$ cat config.mk
export PLATFORM = sky130hd
export DESIGN_NAME = hrst_ctrl
export DESIGN_NICKNAME = d
export VERILOG_FILES = /design/src/rtl/hrst_pkg.sv /design/src/rtl/hrst_lane_pair.sv /design/src/rtl/hrst_timer.sv /design/src/rtl/hrst_fsm.sv /design/src/rtl/hrst_ctrl.sv
export SDC_FILE = /design/constraint.sdc
export NUM_CORES = 1
export LEC_CHECK = 0
export BUFFER_PORTS_ARGS = -buffer_cell sky130_fd_sc_hd__buf_4
export CAP_MARGIN = 20
export CORE_AREA = 5 5 84 143
export DETAILED_ROUTE_END_ITERATION = 6
export DIE_AREA = 0 0 89 148
export SLEW_MARGIN = 20
export SYNTH_ARGS = -nofsm -noshare
export SYNTH_HDL_FRONTEND = slang
export SYNTH_SLANG_ARGS = --single-unit
$ cat constraint.sdc
create_clock -name clk -period 2.4 [get_ports clk]
set_input_delay 0.48 -clock clk [delete_from_list [all_inputs] [get_ports clk]]
set_output_delay 0.48 -clock clk [all_outputs]
set_load 0.01 [all_outputs]
$ cat src/rtl/hrst_pkg.sv
package hrst_pkg;
  typedef enum logic [1:0] {
    ST_IDLE  = 2'd0,
    ST_DWAIT = 2'd1,
    ST_DHOLD = 2'd2,
    ST_FWD   = 2'd3
  } hr_state_e;
endpackage

$ cat src/rtl/hrst_lane_pair.sv
module hrst_lane_pair #(
  parameter int LINKW = 8,
  parameter int LANEW = 5
) (
  input  logic             clk,
  input  logic             rst_n,
  input  logic             lane_en,
  input  logic             ev_valid,
  input  logic             ev_ts1,
  input  logic             ev_hot,
  input  logic [LINKW-1:0] ev_link,
  input  logic [LANEW-1:0] ev_lane,
  input  logic [LINKW-1:0] cfg_link,
  input  logic [LANEW-1:0] cfg_lane,
  output logic             pair_hit
);
  logic half_q, half_d;
  logic ev_match;

  assign ev_match = ev_ts1 && ev_hot && (ev_link == cfg_link) && (ev_lane == cfg_lane);
  assign pair_hit = lane_en && ev_valid && ev_match && half_q;

  always_comb begin
    half_d = half_q;
    if (!lane_en)             half_d = 1'b0;
    else if (ev_valid) begin
      if (!ev_match)          half_d = 1'b0;
      else if (half_q)        half_d = 1'b0;
      else                    half_d = 1'b1;
    end
  end

  always_ff @(posedge clk or negedge rst_n) begin
    if (!rst_n) half_q <= 1'b0;
    else        half_q <= half_d;
  end


  pair_restart_chk: assert property (@(posedge clk) disable iff (!rst_n)
    pair_hit |=> !half_q);

  idle_lane_chk: assert property (@(posedge clk) disable iff (!rst_n)
    !lane_en |=> !half_q);
endmodule

$ cat src/rtl/hrst_timer.sv
module hrst_timer #(
  parameter int LIMIT = 500000
) (
  input  logic clk,
  input  logic rst_n,
  input  logic restart,
  input  logic run,
  output logic expired
);
  localparam int TW = (LIMIT > 1) ? $clog2(LIMIT) : 1;
  localparam logic [TW-1:0] LAST = TW'(LIMIT - 1);

  logic [TW-1:0] cnt_q, cnt_d;
  logic at_last;

  assign at_last = (cnt_q == LAST);
  assign expired = run && at_last;

  always_comb begin
    cnt_d = cnt_q;
    if (restart)              cnt_d = '0;
    else if (run && !at_last) cnt_d = cnt_q + 1'b1;
  end

  always_ff @(posedge clk or negedge rst_n) begin
    if (!rst_n) cnt_q <= '0;
    else        cnt_q <= cnt_d;
  end


  cnt_range_chk: assert property (@(posedge clk) disable iff (!rst_n)
    cnt_q <= LAST);

  restart_zero_chk: assert property (@(posedge clk) disable iff (!rst_n)
    restart |=> (cnt_q == '0));
endmodule

$ cat src/rtl/hrst_fsm.sv
module hrst_fsm
  import hrst_pkg::*;
(
  input  logic clk,
  input  logic rst_n,
  input  logic req_dir,
  input  logic req_fwd,
  input  logic stay,
  input  logic any_hit,
  input  logic expired,
  input  logic is_up,
  input  logic is_xlink,
  output logic active,
  output logic tmr_restart,
  output logic tmr_run,
  output logic exit_q,
  output logic luc_q,
  output logic dsp_q
);
  hr_state_e st_q, st_d;
  logic go_exit;
  logic dsp_d;

  always_comb begin
    st_d    = st_q;
    go_exit = 1'b0;
    case (st_q)
      ST_IDLE: begin
        if (req_dir)      st_d = ST_DWAIT;
        else if (req_fwd) st_d = ST_FWD;
      end
      ST_DWAIT: begin
        if (any_hit) begin
          if (stay) st_d    = ST_DHOLD;
          else      go_exit = 1'b1;
        end else if (expired) begin
          go_exit = 1'b1;
        end
      end
      ST_DHOLD: if (!stay) go_exit = 1'b1;
      ST_FWD:   if (!any_hit && expired) go_exit = 1'b1;
      default:  st_d = ST_IDLE;
    endcase
    if (go_exit) st_d = ST_IDLE;
  end

  assign active      = (st_q != ST_IDLE);
  assign tmr_restart = (st_q == ST_IDLE) || ((st_q == ST_FWD) && any_hit);
  assign tmr_run     = (st_q == ST_DWAIT) || (st_q == ST_FWD);

  always_comb begin
    dsp_d = dsp_q;
    if (go_exit || !active)              dsp_d = 1'b0;
    else if (any_hit && is_up && !is_xlink) dsp_d = 1'b1;
  end

  always_ff @(posedge clk or negedge rst_n) begin
    if (!rst_n) begin
      st_q   <= ST_IDLE;
      exit_q <= 1'b0;
      luc_q  <= 1'b0;
      dsp_q  <= 1'b0;
    end else begin
      st_q   <= st_d;
      exit_q <= go_exit;
      luc_q  <= any_hit && active;
      dsp_q  <= dsp_d;
    end
  end


  fwd_hold_chk: assert property (@(posedge clk) disable iff (!rst_n)
    (st_q == ST_FWD && any_hit) |=> (st_q == ST_FWD));

  dhold_stay_chk: assert property (@(posedge clk) disable iff (!rst_n)
    (st_q == ST_DHOLD && stay) |=> (st_q == ST_DHOLD && !exit_q));

  busy_ignore_chk: assert property (@(posedge clk) disable iff (!rst_n)
    (active && !go_exit) |=> active);
endmodule

$ cat src/rtl/hrst_ctrl.sv
module hrst_ctrl #(
  parameter int LANES        = 4,
  parameter int LINKW        = 8,
  parameter int LANEW        = 5,
  parameter int CLK_HZ       = 250000000,
  parameter bit SIM_SHORT    = 1'b0,
  parameter int SHORT_CYCLES = 64
) (
  input  logic                   clk,
  input  logic                   rst_n,
  input  logic                   req_directed,
  input  logic                   req_forwarded,
  input  logic                   stay_req,
  input  logic                   sw_upstream,
  input  logic                   crosslink_port,
  input  logic [LANES-1:0]       lane_active_mask,
  input  logic [LINKW-1:0]       own_link_num,
  input  logic [LANES*LANEW-1:0] own_lane_nums,
  input  logic [LANES-1:0]       os_valid,
  input  logic [LANES-1:0]       os_is_ts1,
  input  logic [LANES-1:0]       os_hot_bit,
  input  logic [LANES*LINKW-1:0] os_link_num,
  input  logic [LANES*LANEW-1:0] os_lane_num,
  output logic                   in_state,
  output logic [LANES-1:0]       ts1_send,
  output logic                   ts1_hot_bit,
  output logic [LINKW-1:0]       ts1_link_num,
  output logic [LANES*LANEW-1:0] ts1_lane_nums,
  output logic                   linkup_clear,
  output logic                   to_detect,
  output logic                   dsp_hot_req
);
  localparam int LIMIT = SIM_SHORT ? SHORT_CYCLES : (CLK_HZ / 500);

  logic [LANES-1:0] lane_hit;
  logic any_hit, active, tmr_restart, tmr_run, expired;

  assign any_hit = |lane_hit;

  for (genvar g = 0; g < LANES; g++) begin : g_lane
    hrst_lane_pair #(.LINKW(LINKW), .LANEW(LANEW)) u_pair (
      .clk      (clk),
      .rst_n    (rst_n),
      .lane_en  (active && lane_active_mask[g]),
      .ev_valid (os_valid[g]),
      .ev_ts1   (os_is_ts1[g]),
      .ev_hot   (os_hot_bit[g]),
      .ev_link  (os_link_num[g*LINKW +: LINKW]),
      .ev_lane  (os_lane_num[g*LANEW +: LANEW]),
      .cfg_link (own_link_num),
      .cfg_lane (own_lane_nums[g*LANEW +: LANEW]),
      .pair_hit (lane_hit[g])
    );
    assign ts1_lane_nums[g*LANEW +: LANEW] =
      (active && lane_active_mask[g]) ? own_lane_nums[g*LANEW +: LANEW] : '0;
  end

  hrst_timer #(.LIMIT(LIMIT)) u_timer (
    .clk     (clk),
    .rst_n   (rst_n),
    .restart (tmr_restart),
    .run     (tmr_run),
    .expired (expired)
  );

  hrst_fsm u_fsm (
    .clk         (clk),
    .rst_n       (rst_n),
    .req_dir     (req_directed),
    .req_fwd     (req_forwarded),
    .stay        (stay_req),
    .any_hit     (any_hit),
    .expired     (expired),
    .is_up       (sw_upstream),
    .is_xlink    (crosslink_port),
    .active      (active),
    .tmr_restart (tmr_restart),
    .tmr_run     (tmr_run),
    .exit_q      (to_detect),
    .luc_q       (linkup_clear),
    .dsp_q       (dsp_hot_req)
  );

  assign in_state     = active;
  assign ts1_send     = active ? lane_active_mask : '0;
  assign ts1_hot_bit  = active;
  assign ts1_link_num = active ? own_link_num : '0;


  linkup_pulse_chk: assert property (@(posedge clk) disable iff (!rst_n)
    any_hit |=> linkup_clear);

  exit_single_chk: assert property (@(posedge clk) disable iff (!rst_n)
    to_detect |=> !to_detect);

  exit_quiet_chk: assert property (@(posedge clk) disable iff (!rst_n)
    to_detect |-> (ts1_send == '0 && !in_state));

  dsp_role_chk: assert property (@(posedge clk) disable iff (!rst_n)
    dsp_hot_req |-> (sw_upstream && !crosslink_port && in_state));

  mask_hit_chk: assert property (@(posedge clk) disable iff (!rst_n)
    (lane_hit & ~lane_active_mask) == '0);
endmodule

## After elaboration in Yosys (flattened, before gate mapping)

Index checks and enable logic that the tools add are counted.

| operators by class | value |
|---|---|
| $add $sub $neg | 1 |
| eq/ne operators | 19 |
| muxes and demuxes | 37 |
| reduce and logical (&&, ||, !) cells | 49 |

Operator list:

| cell | count |
|---|---|
| 19-bit two-way mux | 2 |
| 1-bit logical AND | 35 |
| 8-bit == test | 4 |
| 1-bit two-way mux | 22 |
| 5-bit == test | 4 |
| 5-bit two-way mux | 4 |
| 19-bit by 1-bit adder with 19-bit output (second input constant) | 1 |
| 19-bit == test (second input constant) | 1 |
| 2-bit two-way mux | 5 |
| 8-bit two-way mux | 1 |
| 2-bit != test (second input constant) | 4 |
| 2-bit nonzero test | 3 |
| 2-bit == test (second input constant) | 2 |
| 1-bit zero test | 4 |
| 4-bit two-way mux | 1 |
| 4-bit by 3-bit != test with 1-bit output (second input constant) | 1 |
| 2-bit one-hot mux with 2 select lines | 1 |
| 4-bit AND reduction | 1 |
| 4-bit OR reduction | 1 |
| 1-bit logical OR | 3 |
| 3-bit by 1-bit != test with 1-bit output (second input constant) | 1 |
| 3-bit by 2-bit != test with 1-bit output (second input constant) | 1 |
| 1-bit one-hot mux with 3 select lines | 1 |
| 3-bit nonzero test | 1 |
| 2 further kinds | 2 |

| storage, ports and cells | value |
|---|---|
| bits in registers | 28 |
| bits of input ports | 103 |
| output and inout port bits | 37 |
| logic and storage cells | 115 |

## Logic depth before layout (Yosys ltp)

Gate-level depths: netlist of the first run.

| depth | value |
|---|---|
| word-level depth | 12 |
| mapped depth | 10 |

## Cells and area by module

A second synthesis of the first run with hierarchy kept.

| second synthesis, totals | value |
|---|---|
| cells, all modules | 287 |
| area total of the unflattened synthesis | 2,491.1 um^2 |

By module, submodules not included:

| module | times used | cells each | area each (um^2) | sequential area each (um^2) |
|---|---|---|---|---|
| hrst_timer | 1 | 124 | 1,133.6 | 475.5 |
| hrst_lane_pair | 4 | 24 | 210.2 | 25.0 |
| hrst_fsm | 1 | 30 | 286.5 | 125.1 |
| hrst_ctrl | 1 | 37 | 230.2 | 0.0 |

## Worst setup path after synthesis of the first run

OpenSTA, ideal clock, no wires.

| timing path | value |
|---|---|
| kind | input -> register |
| start | in own_link_num[5] |
| end | reg u_timer.cnt_q[10] |
| data arrival time | 1.817 ns |
| setup slack | 0.439 ns |
| cell stages on the path | 9 |
| cells stage by stage | buf_6 > xor2_1 > nor4_2 > nand4_1 > o22ai_2 > o211a_1 > buf_6 > buf_12 > nor3_2 |

| between the ends | value |
|---|---|
| longest elaborated chain between the ends | 9 |
| elaborated cells between the ends (all ways) | 25 |
| classes of those cells | eq/ne (4); mux (1); reduce/logical (20) |

Ends and longest elaborated chain:

| what | RTL line | text |
|---|---|---|
| from (decl) | hrst_ctrl.sv:17 | `input logic [LINKW-1:0] own_link_num,` |
| 8-bit == test | hrst_lane_pair.sv:20 | `assign ev_match = ev_ts1 && ev_hot && (ev_link == cfg_link) && (ev_lane == cfg_lane);` |
| 1-bit logical AND (2 in series) | hrst_lane_pair.sv:20 |  |
| 1-bit logical AND (2 in series) | hrst_lane_pair.sv:21 | `assign pair_hit = lane_en && ev_valid && ev_match && half_q;` |
| 4-bit OR reduction (*) | hrst_ctrl.sv:38 | `assign any_hit = \|lane_hit;` |
| 1-bit logical AND (*) | hrst_fsm.sv:48 | `assign tmr_restart = (st_q == ST_IDLE) \|\| ((st_q == ST_FWD) && any_hit);` |
| 1-bit logical OR (*) | hrst_fsm.sv:48 |  |
| 19-bit two-way mux or 2-bit nonzero test (tied branches) | - |  |
| to (signal assigned) | hrst_timer.sv:27 | `else cnt_q <= cnt_d;` |
| to (decl) | hrst_timer.sv:13 | `logic [TW-1:0] cnt_q, cnt_d;` |

Every way passes the cells marked *; elsewhere a longest branch is shown, timed or not.
A chain may end at the register's enable or synchronous reset.

## Worst setup path after layout of the first run

| timing path | value |
|---|---|
| start | reg u_fsm.st_q[1] |
| end | out ts1_send[0] |

| between the ends | value |
|---|---|
| longest elaborated chain between the ends | 2 |

Ends and longest elaborated chain:

| what | RTL line | text |
|---|---|---|
| from (decl) | hrst_fsm.sv:20 | `hr_state_e st_q, st_d;` |
| from (signal assigned) | hrst_fsm.sv:64 | `st_q <= st_d;` |
| 2-bit nonzero test | hrst_fsm.sv:47 | `assign active = (st_q != ST_IDLE);` |
| 4-bit two-way mux | hrst_ctrl.sv:85 | `assign ts1_send = active ? lane_active_mask : '0;` |
| to (decl) | hrst_ctrl.sv:25 | `output logic [LANES-1:0] ts1_send,` |

Every way passes these cells.

==> summary.txt, run 1 <==
Status
  • Run status: finished clean

Routing
  • Via density per instance: 4.847
  • Average wire per standard cell: 16.70 µm
  • Violation count after the first detailed-routing iteration: 157
  • Total DRC errors in the routed layout: 0
  • First-pass DRT Iterations: 4
  • Number of antenna-violating nets in the routed design: 0
  • Via count: 2724
  • WL final: ~9.4 mm

Clock network
  • Post-CTS repair timing setup buffer count: 0
  • Worst skew pair latency: 270 ps
  • CTS sink count: 28
  • TritonCTS clock tree: done
  • Clock Path Buffers: 2
  • Max H-tree Level: 1
  • Clock-pin transition on the worst setup and hold timing paths: 70 ps
  • Hold-fix buffers, CTS: 0
  • Root Buffer Master: clkbuf_16
  • Num CTS Buffers: 3
  • Count of cells resized by post-cts repair: 0

Critical path
  • Cell with the largest stage delay on the worst path: dfrtp_1
  • Cell type with the highest occurrence count on the critical path: buf_4
  • Worst flop-to-flop path endpoint: u_timer.cnt_q[14]
  • Startpoint of the lowest-slack register-to-register path: u_timer.cnt_q[0]
  • Worst reg-to-reg setup slack: about 350 ps
  • Worst-case reg-to-reg path depth: 8
  • Startpoint class of the critical path: flop
  • Highest net fanout along the worst path: 33
  • Data arrival time at the worst-slack endpoint: around 1700 ps
  • Crit end category: output port
  • Cells along the critical path: nor2_1 > inv_2 > buf_4 > and2_1 > buf_4
  • Data required time at the worst endpoint: 1920 ps
  • Largest stage delay on the critical path: roughly 600 ps
  • Worst setup path category: flop to output port

STA
  • Total count of hold-check failures in the final report: 0
  • Period utilization: between 80% and 90%
  • Shortest clock period the worst path allows after layout: 2149 ps
  • Maximum frequency from static timing analysis: 465.3 MHz
  • Final-layout setup total negative slack: 0 ps
  • Setup repair after global routing missed its margin: no
  • Actual slew at the worst max-slew pin: 465.2 ps
  • Hold WS: 128.9 ps
  • Clk_skew: 3.691 ps
  • Max Transition Viols Final: 0
  • Rel. slew slack: 68.95%
  • Total setup violations reported at the end of the flow: 0

GRT
  • Pin count of the biggest net entering global routing: 34
  • Global Route Usage Sum: 13.64%
  • Antenna violations before repair: 0
  • Global route overflow: 0
  • Wire length of the first global-routing pass: 14.10 mm
  • Via count of the first global-routing pass: 2932

Power
  • Power density relative to cell area: 329.5 nW/µm²
  • Switching Power: 331.5 µW
  • Share of total power in the clock network: 33.3%
  • Proportion of power drawn by combinational gates: 29.2%
  • Sw Ratio: between 20% and 30%
  • Internal portion of total power: 928.6 µW
  • Peak supply drop: around 0.23 mV
  • Leakage power total: around 0.0018 µW
  • Part of the power in registers: a little under two fifths

Placement
  • Area of placed instances: 3736 µm²
  • Post-DP HPWL: 8.004 mm
  • Port-buffer cells: 139
  • Final estimated routing congestion in global placement: 0.8429

Synthesis
  • Synth unique cells: 38
  • Number of warning messages in the yosys log: 0
  • Netlist area before placement: 2595 µm²
  • Number of cells produced by synthesis: 300
  • Synthesized area per cell: a little under 9 µm²
  • Number of nets in the synthesized netlist: 404
  • Proportion of synthesized chip area in sequential cells: 27.00%
  • Number of flip-flops and latches in the synthesized netlist: 28

Floorplanning
  • Starting Density: 24.26%
  • Ports: 140
  • Rows: 50
  • Core outline area: between 10000 and 15000 µm²
  • Die Footprint: 13170 µm²
  • Horizontal extent of the die: 89 µm
  • Vertical die dimension: roughly 150 µm

Final layout
  • Area growth, synth to finish: 47.40%
  • Area of the multi-input gates: between 1500 and 2000 µm²
  • Most frequent standard cell in the layout excluding fill and tap cells: buf_4
  • Sequential cell area: roughly 700 µm²
  • Ant diodes: 0
  • Fraction of final layout cells sized beyond drive strength 1: around two fifths
  • Filler Cells Inserted: 1117
  • Final Net Count: 537
  • Top library cells by usage in the layout, fill and taps aside: buf_4 (148), xor2_1 (53), dfrtp_1 (28), and3_1 (24), nor4_1 (18)
  • Utilization of the core after routing: between 30 and 40%
  • Post-route cell area: 3825 µm²

Flow run
  • Max Cap Viol: 0

Hold path
  • Type of the most critical hold path: input port to async pin
[cell usage after synthesis]
cell type,number,share of area [%]
xor2_1,53,18
dfrtp_1,28,27
and3_1,24,5.8
nor4_1,18,4.3
nor2_1,17,2.5
nor3_1,17,3.3
and2_1,16,3.9
xnor2_1,16,5.4
nand2_1,15,2.2
nand4_1,13,3.1
nand3_1,10,1.9
nor3_2,10,3.9
clkbuf_1,7,1.0
mux2i_1,7,2.7
o21ai_0,7,1.3
buf_6,5,2.2
buf_2,4,0.77
buf_4,4,1.2
nor4_2,4,1.9
o211ai_1,4,1.2
nor2b_1,3,0.72
o2111ai_1,2,0.68
a21oi_1,1,0.19
and2_2,1,0.29
buf_12,1,0.77
ha_1,1,0.48
inv_1,1,0.14
inv_2,1,0.14
mux2_2,1,0.43
nand2b_1,1,0.24
nor4bb_1,1,0.39
o211a_1,1,0.39
o21a_1,1,0.29
o21ai_1,1,0.19
o22ai_1,1,0.24
o22ai_2,1,0.48
o2bb2ai_1,1,0.34
or2_2,1,0.24
[routing by layer]
layer  global-route usage, %  wire (µm)  up-vias
met5                       0          0        -
met2                   28.91       5423      119
met3                   2.956        956       11
li1                        -          -     1323
met1                   11.69       2798     1271
met4                   4.024        210        0
[worst max-delay path: cells and delay by family, from the launching register on]
family / cells / cell delay (ps)
flops: 1 / 600
buf+inv: 3 / 470
simple gates: 2 / 320
[logic make-up (layout without fill, tap and decap cells)]
group / after synthesis / in the layout / synth area share [%]
compound gates: 20 / 20 / 5.304
mux: 8 / 8 / 3.134
fa+ha+maj: 1 / 1 / 0.4821
buf+inv: 23 / 155 / 6.172
simple gates: 151 / 151 / 34.62
xor+xnor: 69 / 69 / 23.29
flops: 28 / 28 / 27.00
[flip-flops by register name, indices dropped and copies added, names as in the netlist]
name / count
g_lane.u_pair.half_q: 4
u_fsm.dsp_q: 1
u_fsm.exit_q: 1
u_fsm.luc_q: 1
u_fsm.st_q: 2
u_timer.cnt_q: 19
[layout make-up]
type | count | share of cell area (%)
Multi-Input combinational cell | 249 | 45.34
Inverter | 2 | 0.1963
Sequential cell | 28 | 18.32
Tap cell | 130 | 4.253
Clock buffer | 4 | 2.323
Timing Repair Buffer | 149 | 29.57
[stage by stage]
step,setup slack (ps),instances,power [µW]
after floorplan,438.5,300,623.5
after global placement,172.9,558,849.6
after detailed placement,183.4,558,851.7
after CTS,216.1,562,1278
after global routing,136.3,562,1312
final,251.0,562,1260
[how the worst max path moves through the flow]
| stage | start | endpoint | slack (ps) | cells past startpoint |
|---|---|---|---|---|
| 2_1_floorplan | own_link_num[5] | u_timer.cnt_q[10] | 440 | 9 |
| 3_3_place_gp | os_link_num[6] | u_timer.cnt_q[2] | 170 | 10 |
| 3_5_place_dp | os_link_num[6] | u_timer.cnt_q[15] | 180 | 10 |
| 4_1_cts | u_fsm.st_q[1] | ts1_send[0] | 220 | 5 |
| 5_1_grt | u_fsm.st_q[1] | ts1_send[3] | 140 | 5 |
| 6_report | u_fsm.st_q[1] | ts1_send[0] | 250 | 5 |
[power by group through the flow]
stage                     sequential (µW)  combinational, µW  clock [µW]
after global routing                  471                398         442
after global placement                481                369           0
after floorplan                       481                143           0
after CTS                             471                373         433
after detailed placement              481                371           0
final                                 472                368         420
Power figures use the tool's default switching activity.
==> run 2, diff against run 1 <==
--- a/config.mk
+++ b/config.mk
@@ -7,10 +7,12 @@
 export LEC_CHECK = 0
 export BUFFER_PORTS_ARGS = -buffer_cell sky130_fd_sc_hd__buf_4
 export CAP_MARGIN = 20
-export CORE_AREA = 5 5 84 143
+export CORE_AREA = 5 5 82 141
 export DETAILED_ROUTE_END_ITERATION = 6
-export DIE_AREA = 0 0 89 148
+export DIE_AREA = 0 0 87 146
+export MAX_ROUTING_LAYER = met4
 export SLEW_MARGIN = 20
 export SYNTH_ARGS = -nofsm -noshare
 export SYNTH_HDL_FRONTEND = slang
+export SYNTH_HIERARCHICAL = 1
 export SYNTH_SLANG_ARGS = --single-unit
==> constraint.sdc (replaced) <==
create_clock -name clk -period 2.6 [get_ports clk]
set_input_delay 0.52 -clock clk [delete_from_list [all_inputs] [get_ports clk]]
set_output_delay 0.52 -clock clk [all_outputs]
set_load 0.01 [all_outputs]
==> summary.txt, run 2 <==
Critical path
  • Highest net fanout along the worst path: 29
  • Data arrival time at the worst-slack endpoint: 2670 ps
  • Startpoint class of the critical path: flop
  • Worst-case reg-to-reg path depth: 11
  • Crit end category: flop
  • Worst setup path category: flop to flop
  • Data required time at the worst endpoint: 2790 ps

GRT
  • Antenna violations before repair: 0
  • Global Route met2 Usage: 28.08%
  • Wire length of the first global-routing pass: 14.04 mm
  • Global Route Usage Sum: 14.23%
  • Grt met1 use: 13.56%
  • Met3 demand-to-capacity share in global routing: around 2.8%
  • Global routing's busiest layer: met2
  • Via count of the first global-routing pass: 2962
  • Global route overflow: 0
  • Pin count of the biggest net entering global routing: 30

Synthesis
  • Synth unique cells: 45
  • Most frequent cells after synthesis: xor2_1 (47), dfrtp_1 (28), and3_1 (27), and2_1 (16), nand2_1 (14)
  • Async set or reset register ratio after synthesis: 100.0%
  • Number of warning messages in the yosys log: 6
  • Portion of synthesized cell area occupied by the leading cell type: 28.13%
  • Number of flip-flops and latches in the synthesized netlist: 28
  • Number of cells produced by synthesis: 287
  • Count of flip-flops with a built-in enable after synthesis: 0
  • Proportion of synthesized chip area in sequential cells: 28.13%
  • Number of nets in the synthesized netlist: about 400
  • Dominant synthesized flop cell: dfrtp_1
  • Biggest area contributors in the synthesized netlist: dfrtp_1 (28%), xor2_1 (17%), and3_1 (6.8%)
  • Netlist area before placement: 2491 µm²
  • Area leader, netlist: dfrtp_1
  • Synthesized area per cell: 8.680 µm²
  • Most instantiated library cell after synthesis: xor2_1

Clock network
  • TritonCTS clock tree: done
  • Worst skew pair latency: 260 ps
  • Num CTS Buffers: 3
  • Max H-tree Level: 1
  • Clock-pin transition on the worst setup and hold timing paths: 70 ps
  • Clock Path Buffers: 2
  • CTS sink count: 28
  • Root Buffer Master: clkbuf_16

STA
  • Period utilization: 95.63%
  • Max Transition Viols Final: 0
  • Setup repair after global routing missed its margin: no
  • Rel. slew slack: 68.10%
  • Total count of hold-check failures in the final report: 0
  • Maximum frequency from static timing analysis: 402.2 MHz
  • Shortest clock period the worst path allows after layout: 2486 ps
  • Actual slew at the worst max-slew pin: 474.1 ps
  • Clk_skew: about 5.5 ps
  • Setup WS post-layout: between 100 and 150 ps
  • Total setup violations reported at the end of the flow: 0

Routing
  • Average wire per standard cell: 16.52 µm
  • Via count: 2735
  • Total DRC errors in the routed layout: 0
  • Violation count after the first detailed-routing iteration: 89
  • Via density per instance: 4.910
  • Number of antenna-violating nets in the routed design: 0
  • First-pass DRT Iterations: 4
  • WL final: 9.201 mm

Power
  • Leakage power total: 0.001844 µW
  • Sw Ratio: 32.28%
  • Peak supply drop: 0.2315 mV
  • Proportion of power drawn by combinational gates: a little over two fifths
  • Power density relative to cell area: ~410 nW/µm²
  • Share of total power in the clock network: 21.8%
  • Part of the power in registers: 34.6%
  • Overall power consumption: 1594 µW
  • Internal portion of total power: 1079 µW
  • Switching Power: 514.5 µW

Final layout
  • Utilization of the core after routing: 37.54%
  • Most flops, register: u_timer/cnt_q
  • Area growth, synth to finish: 54.29%
  • Most frequent standard cell in the layout excluding fill and tap cells: buf_4
  • Largest regs: u_timer/cnt_q: 19 flops, g_lane.u_pair/half_q: 4 flops, u_fsm/st_q: 2 flops
  • Max FFs per register: 19
  • Final Net Count: approximately 540
  • Top library cells by usage in the layout, fill and taps aside: buf_4 (151), xor2_1 (47), and3_1 (27), dfrtp_1 (26), nand2_1 (14)
  • Fraction of final layout cells sized beyond drive strength 1: between 40% and 50%
  • Ant diodes: 0

Placement
  • Final estimated routing congestion in global placement: 0.8723
  • Post-DP HPWL: 7.563 mm
  • Worst-case setup slack after placement: around 38 ps
  • Port-buffer cells: 139

Floorplanning
  • Starting Density: 24.33%
  • Die Footprint: 12700 µm²
  • Core outline area: 10240 µm²
  • Rows: 49
  • Vertical die dimension: between 100 and 150 µm
  • Horizontal extent of the die: 87 µm
  • Ports: 140

Hold path
  • Type of the most critical hold path: input port to async pin

Status
  • Run status: finished clean

Flow run
  • Max Cap Viol: 0
[run 2: power groups by stage]
stage	sequential, µW	combinational, µW	clock (µW)
floorplan	542	381	0
global placement	553	653	0
detailed placement	555	664	0
CTS	547	665	354
global route	563	771	374
finish	552	695	347
[run 2: metrics by stage]
step	setup TNS (ps)	cell area [µm²]	std cells	hold WS [ps]
floorplan	-47.65	2542	287	224.4
global placement	0	3701	545	466.4
detailed placement	0	3701	545	469.4
CTS	0	3776	548	188.9
global route	0	3844	557	193.0
finish	0	3844	557	165.8
[run 2: kinds of logic after synthesis]
logic type,after synthesis,share of synthesized area [%]
buffers and inverters,17,3.315
adders and majority gates,1,0.5022
xor gates and xnor gates,55,19.34
muxes,10,4.470
AOI/OAI and AO/OA,30,6.580
and+or+nand+nor,146,37.67
DFF,28,28.13
[run 2: final cells by class]
cell class / instances / area (µm²)
clock buffer: 3 / 75.07
inverter: 3 / 11.26
tap: 127 / 158.9
timing repair buffer: 152 / 1154
sequential: 28 / 703.2
fill: 1045 / 6395
multi-input combinational: 244 / 1742
[run 2: final timing paths]
path | end | start | slack (ps)
hold reg to reg | u_timer/cnt_q[1] | u_timer/cnt_q[1] | 570
min in group clk | g_lane[2].u_pair/half_q | os_valid[2] | 540
hold / removal | u_timer/cnt_q[11] | rst_n | 170
setup reg to reg | u_timer/cnt_q[1] | u_fsm/st_q[0] | 110
max in group asynchronous | u_fsm/st_q[1] | rst_n | 2150
setup / recovery | u_timer/cnt_q[1] | u_fsm/st_q[0] | 110
[run 2: layer usage]
layer	routed length, µm	vias up
met5	0	-
met4	152	0
met3	571	10
met2	5386	132
met1	3090	1271
li1	-	1322
[run 2: timing repair]
item | CTS | global route
setup buffers | 0 | 7
hold buffers | 0 | 0
setup endpoints to repair | 0 | 10
gates resized for setup | 0 | 2
[run 2: critical path, cell delays in order (launching register included)]
cell and delay (ps):
dfrtp_2 410, or2_4 300, and2_4 160, nand4_1 120
nor4_2 70, and4_1 220, or4_4 530, nand3_2 70
nand2_1 80, buf_12 180, nand2b_1 140, mux2i_1 130
==> run 3, diff against run 2 <==
==> constraint.sdc (replaced) <==
create_clock -name clk -period 3.1 [get_ports clk]
set_input_delay 0.62 -clock clk [delete_from_list [all_inputs] [get_ports clk]]
set_output_delay 0.62 -clock clk [all_outputs]
set_load 0.01 [all_outputs]
==> summary.txt, run 3 (synthesis gave the netlist of run 2 again) <==
Status
  • Run status: finished clean

Power
  • Peak supply drop: approximately 0.18 mV
  • Leakage power total: 0.001823 µW
  • Power density relative to cell area: 370.5 nW/µm²

GRT
  • Global Route Usage Sum: 14.53%
  • Pin count of the biggest net entering global routing: 35
  • Antenna violations before repair: 0
  • Via count of the first global-routing pass: 2773
  • Global route overflow: 0
  • Wire length of the first global-routing pass: 14.06 mm

Critical path
  • Crit end category: flop
  • Data arrival time at the worst-slack endpoint: 2860 ps
  • Worst setup path category: flop to flop
  • Highest net fanout along the worst path: 34
  • Data required time at the worst endpoint: 3300 ps
  • Worst reg-to-reg setup slack: around 440 ps
  • Startpoint class of the critical path: flop

Final layout
  • Area of the multi-input gates: 1708 µm²
  • Final Net Count: 527
  • Top library cells by usage in the layout, fill and taps aside: buf_4 (143), xor2_1 (47), dfrtp_1 (28), and3_1 (27), and2_1 (16)
  • Most flops, register: u_timer/cnt_q
  • Area growth, synth to finish: 52.44%
  • Sequential cell area: 700.7 µm²
  • Ant diodes: 0
  • Fraction of final layout cells sized beyond drive strength 1: around two fifths
  • Most frequent standard cell in the layout excluding fill and tap cells: buf_4
  • Max FFs per register: 19
  • Largest regs: u_timer/cnt_q: 19 flops, g_lane.u_pair/half_q: 4 flops, u_fsm/st_q: 2 flops
  • Filler Cells Inserted: 1024

STA
  • Setup WS post-layout: 443.3 ps
  • Setup repair after global routing missed its margin: no
  • Maximum frequency from static timing analysis: ~380 MHz
  • Max Transition Viols Final: 0
  • Total setup violations reported at the end of the flow: 0
  • Shortest clock period the worst path allows after layout: approximately 2700 ps
  • Total count of hold-check failures in the final report: 0
  • Actual slew at the worst max-slew pin: just over 500 ps
  • Final-layout setup total negative slack: 0 ps
  • Period utilization: a little under nine tenths
  • Clk_skew: 4.359 ps
  • Rel. slew slack: 65.55%

Routing
  • Via count: 2666
  • Average wire per standard cell: 16.46 µm
  • Highest metal used: met4
  • WL final: between 9 and 10 mm
  • Total DRC errors in the routed layout: 0
  • Via density per instance: between 4 and 5
  • First-pass DRT Iterations: 4
  • Violation count after the first detailed-routing iteration: roughly 110
  • Wire length on met3: between 300 and 400 µm
  • Total length of routed met2 wires: around 5.3 mm
  • Met1 wire length: between 3 and 4 mm
  • Number of antenna-violating nets in the routed design: 0

Placement
  • Final estimated routing congestion in global placement: 0.8077
  • Port-buffer cells: 139
  • Post-DP HPWL: 7.584 mm
  • Worst-case setup slack after placement: 371.3 ps

Floorplanning
  • Horizontal extent of the die: just under 90 µm
  • Rows: 49
  • Die Footprint: 12700 µm²
  • Ports: 140
  • Core outline area: roughly 10000 µm²
  • Vertical die dimension: 146 µm
  • Starting Density: 24.33%

Clock network
  • Post-CTS repair timing setup buffer count: 0
  • Worst skew pair latency: 270 ps
  • TritonCTS clock tree: done
  • Clock-pin transition on the worst setup and hold timing paths: 70 ps
  • Num CTS Buffers: 3
  • Root Buffer Master: clkbuf_16
  • Count of cells resized by post-cts repair: 0
  • CTS sink count: 28
  • Hold-fix buffers, CTS: 0
  • Clock Path Buffers: 2
  • Max H-tree Level: 1

Hold path
  • Type of the most critical hold path: input port to async pin

Flow run
  • Max Cap Viol: 0
==> run 3: routing by layer <==
layer	vias up	GRT usage, %
met5	-	-
li1	1305	-
met2	93	28.20
met3	7	1.133
met1	1261	14.84
met4	0	4.290
==> run 3: cell type report <==
type / instances / area share, %
flip-flops and latches: 28 / 18.45
well taps: 127 / 4.185
multi-input cells: 242 / 44.98
repair buffers: 145 / 29.32
clock inverters: 1 / 0.7908
clock buffers: 3 / 1.977
inverters: 3 / 0.2965
==> run 3: worst paths after layout <==
path	from	to	cells past startpoint
worst max-delay path	u_fsm/st_q[0]	u_timer/cnt_q[1]	12
worst min-delay path	rst_n	u_timer/cnt_q[9]	1
worst max register to register	u_fsm/st_q[0]	u_timer/cnt_q[1]	12
worst min register to register	g_lane[2].u_pair/half_q	g_lane[2].u_pair/half_q	2
max in group asynchronous	rst_n	u_timer/cnt_q[17]	1
min in group clk	g_lane[2].u_pair/half_q	g_lane[2].u_pair/half_q	2
==> run 3: stage by stage <==
stage,utilization (%),cells,hold slack [ps],total power [µW],cell area [µm²]
floorplan,-,287,324.4,753.3,2491
finish,37.09,549,260.7,1407,3797
detailed placement,36.06,545,543.2,1022,3692
global route,37.09,549,297.4,1488,3797
global placement,36.06,545,517.7,1007,3692
CTS,37.09,549,282.6,1425,3797
==> run 3: worst max-delay path: stages, from the launching register on <==
cell      delay (ps)
dfrtp_1          380
or2_1            300
buf_12           190
and2_1           170
nand4_1          110
nor4_2            60
and4_1           200
or4_1            520
nand3_1          100
nand2_1           90
buf_12           180
nand2b_1         140
mux2i_1          130
==> run 3: power breakdown <==
group,internal (µW),switching [µW],leakage [µW]
sequential,413,45.6,0.000375
combinational,299,252,0.00140
clock,258,139,0.0000511
